===== src/rtl/dma_chan_pkg.sv =====
package dma_chan_pkg;
  localparam int CTRL_W    = 7;
  localparam int EN_BIT    = 0;
  localparam int START_BIT = 1;
  localparam int SLICE_BIT = 2;
  localparam int CHAIN_BIT = 3;
  localparam int SZ_LSB    = 4;
  localparam int SZ_W      = 3;
  localparam int MAX_SLICE = 5;
  localparam int SLC_W     = $clog2(MAX_SLICE + 1);

  typedef struct packed {
    logic [SZ_W-1:0] sz;
    logic            chain;
    logic            slice;
    logic            en;
  } cfg_t;
endpackage


===== src/rtl/dma_req_sync.sv =====
module dma_req_sync #(
  parameter int STAGES = 2
) (
  input  logic clk_i,
  input  logic rst_ni,
  input  logic req_ni,
  output logic edge_o
);
  logic [STAGES:0] sh_q;

  always_ff @(posedge clk_i or negedge rst_ni) begin
    if (!rst_ni) sh_q[0] <= 1'b0;
    else         sh_q[0] <= ~req_ni;
  end

  for (genvar i = 1; i <= STAGES; i++) begin : g_stage
    always_ff @(posedge clk_i or negedge rst_ni) begin
      if (!rst_ni) sh_q[i] <= 1'b0;
      else         sh_q[i] <= sh_q[i-1];
    end
  end

  // rising edge of the synchronised (active-high) request
  assign edge_o = sh_q[STAGES-1] & ~sh_q[STAGES];
endmodule


===== src/rtl/dma_chan_regs.sv =====
module dma_chan_regs
  import dma_chan_pkg::*;
(
  input  logic              clk_i,
  input  logic              rst_ni,
  input  logic              cfg_we_i,
  input  logic [CTRL_W-1:0] cfg_wdata_i,
  input  logic              hw_edge_i,
  input  logic              grant_evt_i,
  input  logic              block_end_i,
  output cfg_t              cfg_o,
  output logic              start_o,
  output logic              req_pend_o
);
  cfg_t cfg_q;
  logic start_q, pend_q;
  logic start_wr;

  assign start_wr = cfg_we_i & cfg_wdata_i[START_BIT];

  always_ff @(posedge clk_i or negedge rst_ni) begin
    if (!rst_ni) begin
      cfg_q <= '0;
    end else if (cfg_we_i) begin
      cfg_q.en    <= cfg_wdata_i[EN_BIT];
      cfg_q.slice <= cfg_wdata_i[SLICE_BIT];
      cfg_q.chain <= cfg_wdata_i[CHAIN_BIT];
      cfg_q.sz    <= cfg_wdata_i[SZ_LSB +: SZ_W];
    end
  end

  // start bit: set on write of 1, auto-clear depends on chain mode
  always_ff @(posedge clk_i or negedge rst_ni) begin
    if (!rst_ni)                                  start_q <= 1'b0;
    else if (start_wr)                            start_q <= 1'b1;
    else if (cfg_q.chain ? block_end_i : grant_evt_i) start_q <= 1'b0;
  end

  // fresh-request latch: one launch per start write or hw edge
  always_ff @(posedge clk_i or negedge rst_ni) begin
    if (!rst_ni)                    pend_q <= 1'b0;
    else if (start_wr || hw_edge_i) pend_q <= 1'b1;
    else if (grant_evt_i)           pend_q <= 1'b0;
  end

  assign cfg_o      = cfg_q;
  assign start_o    = start_q;
  assign req_pend_o = pend_q;
endmodule


===== src/rtl/dma_beat_ctr.sv =====
module dma_beat_ctr
  import dma_chan_pkg::*;
#(
  parameter int CNT_W = 16
) (
  input  logic             clk_i,
  input  logic             rst_ni,
  input  logic             cnt_we_i,
  input  logic [CNT_W-1:0] cnt_wdata_i,
  input  logic             beat_i,
  input  logic             grant_evt_i,
  input  logic [SZ_W-1:0]  slice_sz_i,
  output logic [CNT_W-1:0] remain_o,
  output logic             remain_last_o,
  output logic             remain_zero_o,
  output logic             slice_last_o
);
  localparam logic [SLC_W-1:0] SLC_MAX = SLC_W'(MAX_SLICE);

  logic [CNT_W-1:0] rem_q;
  logic [SLC_W-1:0] slc_q, slc_load;

  always_comb begin
    if (SLC_W'(slice_sz_i) >= SLC_MAX - 1'b1) slc_load = SLC_MAX;
    else                                     slc_load = SLC_W'(slice_sz_i) + 1'b1;
  end

  always_ff @(posedge clk_i or negedge rst_ni) begin
    if (!rst_ni)                     rem_q <= '0;
    else if (cnt_we_i)               rem_q <= cnt_wdata_i;
    else if (beat_i && rem_q != '0)  rem_q <= rem_q - 1'b1;
  end

  always_ff @(posedge clk_i or negedge rst_ni) begin
    if (!rst_ni)                     slc_q <= '0;
    else if (grant_evt_i)            slc_q <= slc_load;
    else if (beat_i && slc_q != '0)  slc_q <= slc_q - 1'b1;
  end

  assign remain_o      = rem_q;
  assign remain_zero_o = (rem_q == '0);
  assign remain_last_o = (rem_q <= CNT_W'(1));
  assign slice_last_o  = (slc_q == SLC_W'(1));
endmodule


===== src/rtl/dma_chan_seq.sv =====
module dma_chan_seq
  import dma_chan_pkg::*;
#(
  parameter int CNT_W       = 16,
  parameter int SYNC_STAGES = 2
) (
  input  logic              clk_i,
  input  logic              rst_ni,
  input  logic              cfg_we_i,
  input  logic [CTRL_W-1:0] cfg_wdata_i,
  input  logic              cnt_we_i,
  input  logic [CNT_W-1:0]  cnt_wdata_i,
  input  logic              hw_req_ni,
  input  logic              bus_gnt_i,
  input  logic              beat_done_i,
  output logic              bus_req_o,
  output logic              start_o,
  output logic [CNT_W-1:0]  remain_o,
  output logic              block_done_o
);
  cfg_t cfg;
  logic hw_edge, req_pend;
  logic busy_q, granted_q, done_q;
  logic grant_evt, beat, block_end, slice_end, run_end, launch;
  logic rem_last, rem_zero, slc_last;

  dma_req_sync #(.STAGES(SYNC_STAGES)) u_sync (
    .clk_i (clk_i),
    .rst_ni(rst_ni),
    .req_ni(hw_req_ni),
    .edge_o(hw_edge)
  );

  dma_chan_regs u_regs (
    .clk_i      (clk_i),
    .rst_ni     (rst_ni),
    .cfg_we_i   (cfg_we_i),
    .cfg_wdata_i(cfg_wdata_i),
    .hw_edge_i  (hw_edge),
    .grant_evt_i(grant_evt),
    .block_end_i(block_end),
    .cfg_o      (cfg),
    .start_o    (start_o),
    .req_pend_o (req_pend)
  );

  dma_beat_ctr #(.CNT_W(CNT_W)) u_ctr (
    .clk_i        (clk_i),
    .rst_ni       (rst_ni),
    .cnt_we_i     (cnt_we_i),
    .cnt_wdata_i  (cnt_wdata_i),
    .beat_i       (beat),
    .grant_evt_i  (grant_evt),
    .slice_sz_i   (cfg.sz),
    .remain_o     (remain_o),
    .remain_last_o(rem_last),
    .remain_zero_o(rem_zero),
    .slice_last_o (slc_last)
  );

  assign bus_req_o = cfg.en & busy_q;
  assign grant_evt = bus_req_o & bus_gnt_i & ~granted_q;
  assign beat      = granted_q & beat_done_i;
  assign block_end = beat & rem_last;
  assign slice_end = beat & cfg.slice & slc_last;
  assign run_end   = block_end | slice_end;
  assign launch    = cfg.en & req_pend & ~busy_q & ~rem_zero;

  always_ff @(posedge clk_i or negedge rst_ni) begin
    if (!rst_ni) begin
      busy_q    <= 1'b0;
      granted_q <= 1'b0;
      done_q    <= 1'b0;
    end else begin
      done_q <= block_end;
      if (launch)       busy_q <= 1'b1;
      else if (run_end) busy_q <= 1'b0;
      if (run_end)        granted_q <= 1'b0;
      else if (grant_evt) granted_q <= 1'b1;
    end
  end

  assign block_done_o = done_q;
endmodule


===== config.mk =====
export PLATFORM = sky130hd
export DESIGN_NAME = dma_chan_seq
export DESIGN_NICKNAME = d
export VERILOG_FILES = /design/src/rtl/dma_chan_pkg.sv /design/src/rtl/dma_req_sync.sv /design/src/rtl/dma_chan_regs.sv /design/src/rtl/dma_beat_ctr.sv /design/src/rtl/dma_chan_seq.sv
export SDC_FILE = /design/constraint.sdc
export NUM_CORES = 1
export LEC_CHECK = 0
export ABC_AREA = 1
export ABC_CLOCK_PERIOD_IN_PS = 2600
export BUFFER_PORTS_ARGS = -buffer_cell sky130_fd_sc_hd__buf_2
export CAP_MARGIN = 30
export CORE_ASPECT_RATIO = 2
export CORE_MARGIN = 2
export CORE_UTILIZATION = 55
export CTS_BUF_LIST = sky130_fd_sc_hd__clkbuf_16
export CTS_CLUSTER_DIAMETER = 200
export DETAILED_ROUTE_END_ITERATION = 12
export HOLD_SLACK_MARGIN = 0.12
export PLACE_DENSITY = 0.92
export SKIP_LAST_GASP = 1
export SLEW_MARGIN = 20
export SYNTH_ARGS = -nofsm -noshare
export SYNTH_HDL_FRONTEND = slang
export SYNTH_SLANG_ARGS = --single-unit

===== constraint.sdc =====
create_clock -name clk_i -period 2.6 [get_ports clk_i]
set_clock_uncertainty 0.1 [all_clocks]
set_input_delay 0 -clock clk_i [delete_from_list [all_inputs] [get_ports clk_i]]
set_output_delay 0 -clock clk_i [all_outputs]
set_load 0.005 [all_outputs]

# Word level (Yosys, flattened, before mapping)
# Index checks and enable logic that the tools add are counted.
# classes
order_cmp	2
n_reduce_logical	12
mux	14
bitwise	18
n_addsub	3
eq_ne	1
# ops
operator	n
2-to-1 mux 16 bit	2
<= comparator 16 x 1 -> 1 bit (second input constant)	1
logical NOT 16 bit	1
nonzero test 16 bit	1
subtractor 16 x 1 -> 16 bit (second input constant)	1
bitwise AND 1 bit	12
nonzero test 2 bit	6
2-to-1 mux 1 bit	9
2-to-1 mux 3 bit	3
NOT 1 bit	5
adder 3 x 1 -> 3 bit (second input constant)	1
equality test 3 x 1 -> 1 bit (second input constant)	1
greater-or-equal comparator 3 bit (second input constant)	1
nonzero test 3 bit	1
subtractor 3 x 1 -> 3 bit (second input constant)	1
logical AND 1 bit	2
logical OR 1 bit	1
bitwise OR 1 bit	1
# totals
word_cells	64
register_bits	33
inputBits	30

# Depth between registers and ports, before layout
# Gate-level depths: netlist of the first run.
# depth
word_depth	6
depth_mapped	10
depth_no_buf	10

# Hierarchy
# Synthesis of the first run repeated with hierarchy kept, for this count alone.
# hier_totals
hier_cells	284
hier_area_um2	2079.5
# modules_own_cells
module	cells_per_inst	seq_area_each_um2	instances	area_per_inst_um2
dma_beat_ctr	221	475.5	1	1517.7
dma_chan_regs	35	200.2	1	319.1
dma_chan_seq	22	75.1	1	153.9
dma_req_sync	6	75.1	1	88.8

# Least setup slack after synthesis of the first run
# OpenSTA, ideal clock, no wires.
# synth_path
path_type	register to register
start	register u_ctr.rem_q[0], in the netlist u_ctr.remain_o[0]
end	register u_ctr.rem_q[8], in the netlist u_ctr.remain_o[8]
arrival_time_ns	1.364
path_stages_with_launch	9
path_buffers	1
setup_slack_ns	1.008
cell_sequence	dfrtp_1 -> inv_1 -> ha_1 -> nand2_1 -> nor2_4 -> nand2_4 -> a21oi_4 -> buf_6 -> o21ai_0
# synth_via
elab_chain_cells	3
# synth_lines
element	line	text
start: declaration	dma_beat_ctr.sv:20	logic [CNT_W-1:0] rem_q;
start signal: assignment	dma_beat_ctr.sv:30	else if (cnt_we_i) rem_q <= cnt_wdata_i;
start signal: assignment	dma_beat_ctr.sv:31	else if (beat_i && rem_q != '0) rem_q <= rem_q - 1'b1;
subtractor 16 x 1 -> 16 bit / nonzero test 16 bit (equally long branches)	dma_beat_ctr.sv:31	
2-to-1 mux 16 bit / logical AND 1 bit (equally long branches)	dma_beat_ctr.sv:31	
2-to-1 mux 16 bit / nonzero test 2 bit (equally long branches)	-	
# Several ways; a longest one is shown, not always the timed one. The select of a mux whose other input is x is not followed.
# A chain may end at the register's enable or synchronous reset.

==> summary.txt, run 1 <==
Run status
  • Status: finished, final reports clean

Floorplan
  • Chip Height: 89.0 µm
  • Number of I/O pins: 49
  • Die area: slightly above 4000 µm²
  • Core Box Area: about 3400 µm²
  • Die X: 46.5 µm
  • Initial Utilization: 58.1%
  • Number of core rows: 30

Pwr
  • Leak: ~1.4 nW
  • Max IR drop VDD: 0.586 mV
  • Pwr per Cell Area: 768 nW/µm²

STA
  • Final Critical Period: 1920 ps
  • Max Clk Rate: 0.520 GHz
  • Final setup viols: 0
  • Hold Slack: between 100 and 150 ps
  • Setup_tns: 0 ps
  • Period utilisation layout: 74.0%
  • Worst-Margin Slew: 736 ps
  • Final Hold Viols: 0
  • Rel. slew slack: 50.9%
  • Max Slew Vio Count: 0
  • RSZ-0062 raised after global routing: false

Detailed routing
  • Drt total wl: 6.10 mm
  • Vias/cell: 5.31
  • DR iter-0 viols: 56
  • WL/cell: 15.0 µm
  • Vias: approximately 2,200
  • DR pass1 iterations: 4
  • Drt drc: 0
  • Routed Antenna Nets: 0

Global route
  • GRT overflow: 0
  • Initial antenna violation count: 0
  • Number of global-route vias before repair: 2,217
  • Global-route wire length before repair: 9.73 mm
  • Total track usage: 33.0%
  • Pin count of the biggest net entering global routing: 34

Clocking
  • CTS tree: built
  • Root buf cell: clkbuf_16
  • Clk Latency, worst-skew pair: 280 ps
  • CTS clk-pin slew, worst paths: 50 ps
  • Total clock sinks: 33
  • H-tree depth: 2
  • Max clock buf depth: 2
  • Setup bufs post-CTS: 0
  • CTS buffer count: 5

Final layout
  • Layout cell share with drive strength beyond 1: 20.1%
  • Final Cell Area: 2830 µm²
  • # diodes: 0
  • Commonest non-fill, non-tap cell in the layout: nand2_1
  • Synth-to-Final Area Change: 42.5%
  • Non-Filler Instances: about 410
  • Most frequent cells in the layout: nand2_1, buf_2, dlygate4sd3_1
  • Number of nets in the layout: 395

Yosys
  • Yosys cell types: 32
  • Post-synthesis register bit count: 33
  • Seq/Total Area, Yosys: 41.6%
  • Avg Inst Size Synth: ~7.5 µm²
  • Ys Warns: 0
  • Post-Syn Nets: between 300 and 400
  • Post-synthesis cell count: 266
  • Mapped Area: 1990 µm²

Worst setup path
  • Top cell by count, worst path: dlygate4sd3_1
  • WS Path Type: input pin to flip-flop
  • Crit end category: flip-flop
  • Critical path cell sequence: dlygate4sd3_1, buf_2, nand2_1, dlygate4sd3_1, o21ai_0, dlygate4sd3_1
  • Crit path required time: 2650 ps
  • Worst Path Arrival: 1980 ps
  • Max incr delay on CP: 580 ps
  • CP max-delay cell: dlygate4sd3_1
  • Critical path launch point type: input pin
  • Worst-case reg-to-reg path depth: 7
  • CP max FO: 1

Place
  • Placed Cells: 357
  • IO Port Bufs: between 40 and 50
  • Post-DP HPWL: 3.58 mm
  • Dpl cell area: 2260 µm²
  • Routability cong.: ~0.84

Flow run
  • Max cap viols: 0

Min path
  • Hold Path Cell Cnt: 5
  • HP Class: input pin to flip-flop
==> stage by stage <==
| step | power, W | util, % | setup WS, ps |
|---|---|---|---|
| global route | 0.00229 | 82.9 | 559 |
| CTS | 0.00212 | 82.9 | 753 |
| global placement | 0.00137 | 66.1 | 836 |
| finish | 0.00217 | 82.9 | 677 |
| floorplan | 0.00118 | - | 1010 |
| detailed placement | 0.00140 | 66.1 | 783 |
==> layout make-up <==
cell class	instances	area, µm²
fillers	218	586
well taps	48	60.1
repair buffers	89	651
flip-flops and latches	33	826
inverters	30	113
clock inverters	3	37.5
clock buffers	5	125
multi-input cells	198	1020
==> state kept, by name, indices dropped and copies added (netlist names) <==
register           cells
u_ctr.remain_o        16
u_regs.cfg_o           6
u_ctr.slc_q            3
u_sync.sh_q            3
block_done_o           1
busy_q                 1
granted_q              1
u_regs.req_pend_o      1
u_regs.start_o         1
==> critical path, delay by kind of cell <==
kind | cells | cell delay [ps]
AND/OR/NAND/NOR | 1 | 60
buffers and inverters | 4 | 1830
AO/OA/AOI/OAI | 1 | 100
==> kinds of logic (layout without fill, tap and decap cells) <==
kind of cell	Yosys count	after routing	share of synthesized area, %
mux	2	2	1.13
fa+ha+maj	8	8	5.04
xor+xnor	2	2	0.882
flops	33	33	41.6
buf+inv	35	127	7.12
simple gates	152	152	34.2
compound gates	34	34	10.0
==> worst paths after layout <==
path	startpoint	to	slack [ps]
setup / recovery	cfg_wdata_i[6]	u_regs.cfg_o[5]	680
hold / removal	cnt_we_i	u_ctr.remain_o[10]	130
setup reg to reg	u_ctr.remain_o[0]	u_ctr.remain_o[3]	720
hold reg to reg	u_sync.sh_q[0]	u_sync.sh_q[1]	260
max in group asynchronous	rst_ni	u_ctr.slc_q[2]	1700
min in group asynchronous	rst_ni	u_ctr.remain_o[3]	220
==> Yosys cell counts (all sizes together) <==
cell type	n	area [µm²]
nand2	77	304
nor2	37	166
dfrtp	33	826
inv	30	113
nand3	27	140
o21ai	22	110
ha	8	100
or2	5	31.3
a21oi	4	31.3
buf	3	21.3
nand4	3	18.8
o21bai	3	22.5
clkbuf	2	7.51
mux2	2	22.5
a31oi	1	6.26
and2	1	6.26
nand3b	1	7.51
nor3	1	5.00
o211ai	1	7.51
o21a	1	7.51
o22ai	1	6.26
o31ai	1	7.51
xnor2	1	8.76
xor2	1	8.76
==> metal layers <==
metal  GRT usage, %  wire [µm]
met5              0          0
met2           58.8       3400
met4           19.7        272
met3           7.07        282
met1           32.8       2150
==> power breakdown <==
| part | leakage, nW | internal, W | switching, W | total [W] |
|---|---|---|---|---|
| clock | 0.0826 | 0.000445 | 0.000216 | 0.000661 |
| combinational | 0.968 | 0.000303 | 0.000456 | 0.000759 |
| sequential | 0.387 | 0.000631 | 0.000122 | 0.000753 |
==> what timing repair did <==
item | CTS | global route
hold endpoints to repair | 59 | 0
hold buffers | 41 | 0
gates resized for setup | 0 | 0
Note: power is estimated with default switching activity, not from simulation.
==> run 2: changes to the inputs <==
Settings changed: ABC_AREA 1 to 0, ABC_CLOCK_PERIOD_IN_PS 2600 to 1650, CORE_UTILIZATION 55 to 47, PLACE_DENSITY 0.92 to 0.85.
Clock period 2.6 ns to 1.65 ns, I/O delays scaled along.
==> run 2 against run 1 <==
The run now ends with setup timing left. Non-clock buffer count increased by 65. Routed wire length increased by 39%. Synthesized area decreased by 5.5%. Utilization increased by 7.2 points. Worst hold slack improved by 39 ps. Sequential share of layout area decreased by 5.3 points. Design area increased by 22%. First-iteration DRC count increased by 110%. Critical path type is now flip-flop to flip-flop.
==> summary.txt, run 2 <==
Run status
  • Status: finished, violations left
  • Failing checks: setup timing

Global route
  • Pin count of the biggest net entering global routing: 34
  • Initial antenna violation count: 0
  • Total track usage: 31.2%
  • Global-route wire length before repair: 10.7 mm
  • Number of global-route vias before repair: between 2,000 and 2,500
  • GRT overflow: 0

Worst setup path
  • Max incr delay on CP: 570 ps
  • Worst-case reg-to-reg path depth: 4
  • CP max-delay cell: or4_4
  • WS Path Type: flip-flop to flip-flop
  • WP buf/inv: 0
  • Critical path launch point type: flip-flop
  • FF-to-FF End: u_ctr.remain_o[11]
  • Reg2reg start: u_ctr.remain_o[1]
  • Reg-to-reg setup timing slack: -580 ps
  • CP max FO: 4
  • Top delay family on crit path: simple AND/OR/NAND/NOR gates
  • Crit path required time: about 1800 ps
  • Crit end category: flip-flop
  • Critical path cell sequence: or4_4, or3_1, or4_1, a31oi_1
  • Worst Path Arrival: between 2000 and 2500 ps

STA
  • Post-route setup slack: -585 ps
  • Period utilisation layout: 135%
  • Rel. slew slack: 48.0%
  • Final Critical Period: ~2200 ps
  • Max Clk Rate: around 0.45 GHz
  • Final Hold Viols: 0
  • Setup_tns: -7500 ps
  • RSZ-0062 raised after global routing: true
  • Final setup viols: 18
  • Worst-Margin Slew: 780 ps
  • Max Slew Vio Count: 0

Clocking
  • CTS buffer count: 5
  • Clk Latency, worst-skew pair: ~280 ps
  • CTS clk-pin slew, worst paths: 50 ps
  • CTS tree: built
  • H-tree depth: 2
  • Max clock buf depth: 2
  • Root buf cell: clkbuf_16
  • Total clock sinks: 33

Yosys
  • Yosys cell types: 43
  • Ys Warns: 0
  • Fraction of the mapped netlist area in simple logic gates: 28.6%
  • Mapped Area: 1880 µm²
  • Post-synthesis cell count: 196
  • Xor-xnor portion of the synthesized cell area: 0.467%
  • Synth Flop Type: dfrtp_1
  • Cell taking the most area after synthesis: dfrtp_1
  • Adder-cell area share of the yosys netlist: 5.34%
  • Yosys top cell area share: approximately 44%
  • Post-synthesis register bit count: 33
  • Post-synth EDFFs: 0
  • Largest family of logic cells by synthesized area: simple AND/OR/NAND/NOR gates
  • Seq/Total Area, Yosys: between 40% and 50%
  • Avg Inst Size Synth: around 9.6 µm²
  • Most frequent cell after synthesis: dfrtp_1
  • Post-synth ARST share: 100%
  • Most area-consuming cells after synthesis: dfrtp_1, ha_1, or4_1
  • Compound-cell area share of the yosys netlist: 14.8%
  • Post-Syn Nets: 234
  • Commonest cells post-synth: dfrtp_1, nand2_1, nand3_1, or4_1
  • Multiplexer area fraction after synthesis: 2.40%

Final layout
  • # diodes: 0
  • Filler instances: between 150 and 200
  • Layout cell share with drive strength beyond 1: 45.6%
  • Commonest non-fill, non-tap cell in the layout: buf_4
  • Max FFs per register: 16
  • Multi-input logic area: 1160 µm²
  • Most frequent cells in the layout: buf_4, buf_2, dlygate4sd3_1
  • Reg area: 828 µm²
  • Synth-to-Final Area Change: 84.6%
  • Number of nets in the layout: ~390

Detailed routing
  • Drt total wl: 8.49 mm
  • Drt drc: 0
  • WL/cell: 21.2 µm
  • DR iter-0 viols: about 120
  • Vias/cell: 6.13
  • Routed Antenna Nets: 0
  • DR pass1 iterations: 4
  • Vias: 2,451

Pwr
  • Leak: 1.55 nW
  • Final Power: 0.00338 W
  • Pwr per Cell Area: 976 nW/µm²
  • Max IR drop VDD: roughly 1.1 mV

Min path
  • Min-delay src: beat_done_i
  • Endpoint, Worst Hold: granted_q
  • HP Class: input pin to flip-flop
  • Hold Path Cell Cnt: 4

Place
  • Routability cong.: 0.873
  • Post-DP HPWL: 3.84 mm
  • IO Port Bufs: 48
  • Pre-CTS setup slack: -515 ps

Floorplan
  • Die X: 48.7 µm
  • Number of I/O pins: 49
  • Core Box Area: between 3000 and 4000 µm²
  • Die area: roughly 4500 µm²
  • Chip Height: 93.3 µm
  • Number of core rows: 32
  • Initial Utilization: around 49%

Flow run
  • Max cap viols: 0
-- run 2: cell count changes after synthesis, moves of 5 or more --
cell and delta:
o21ai_0 -11, nand2_1 -55, o211ai_1 +7, inv_1 -20
nor2_1 -23, a31oi_1 +5, nand3_1 -11, or4_1 +12
-- run 2: timing repair --
action / in CTS / in global routing
setup buffers: 7 / 10
resized for setup: 16 / 37
endpoints found under the hold margin: 60 / 0
setup endpoints to repair: 19 / 23
cloned: 0 / 2
pin swaps: 10 / 19
hold buffers: 43 / 0
-- run 2: cell families (layout without fill, tap and decap cells) --
| group | count (synthesis) | after routing |
|---|---|---|
| buf+inv | 19 | 172 |
| simple gates | 89 | 89 |
| flops | 33 | 33 |
| mux | 4 | 4 |
| xor+xnor | 1 | 1 |
| compound gates | 42 | 42 |
| fa+ha+maj | 8 | 8 |
-- run 2: per-layer routing --
metal	wire [µm]	up-vias	GRT usage (%)
li1	-	1046	-
met3	503	64	4.79
met4	671	0	22.1
met5	0	-	0
met1	2850	1188	28.8
met2	4470	153	59.9
-- run 2: tightest hold or removal path, delay by kind of cell --
kind / cells / cell delay [ps]
and+or+nand+nor: 1 / 200
buffers and inverters: 2 / 250
AOI/OAI and AO/OA: 1 / 60
-- run 2: worst max path at each step --
stage	cells past startpoint	startpoint	endpoint	slack (ps)
2_1_floorplan	4	u_ctr.remain_o[0]	u_ctr.remain_o[11]	-490
5_1_grt	4	u_ctr.remain_o[0]	u_ctr.remain_o[11]	-620
6_report	4	u_ctr.remain_o[1]	u_ctr.remain_o[11]	-580
4_1_cts	4	u_ctr.remain_o[1]	u_ctr.remain_o[11]	-480
3_3_place_gp	4	u_ctr.remain_o[0]	u_ctr.remain_o[11]	-500
3_5_place_dp	4	u_ctr.remain_o[0]	u_ctr.remain_o[11]	-520
-- run 2: stage by stage --
step           util (%)  instances  hold WS [ps]  cell area (µm²)
3_5_place_dp       64.8        331          7.97             2490
2_1_floorplan         -        196          -396             1880
5_1_grt            90.1        400           184             3460
3_3_place_gp       64.8        331         -2.19             2490
4_1_cts            83.4        389           136             3200
6_report           90.1        400           164             3460
-- run 2: power breakdown --
group	total, W	internal, W	switching [W]
clock	0.00104	0.000701	0.000342
combinational	0.00128	0.000646	0.000633
sequential	0.00106	0.000941	0.000118
-- run 2: cell type report --
type / instances / share of cell area (%)
clock inverter: 3 / 1.08
multi-input combinational: 144 / 33.4
clock buffer: 5 / 3.61
timing repair buffer: 154 / 35.1
sequential: 33 / 23.9
tap: 51 / 1.84
inverter: 10 / 1.08
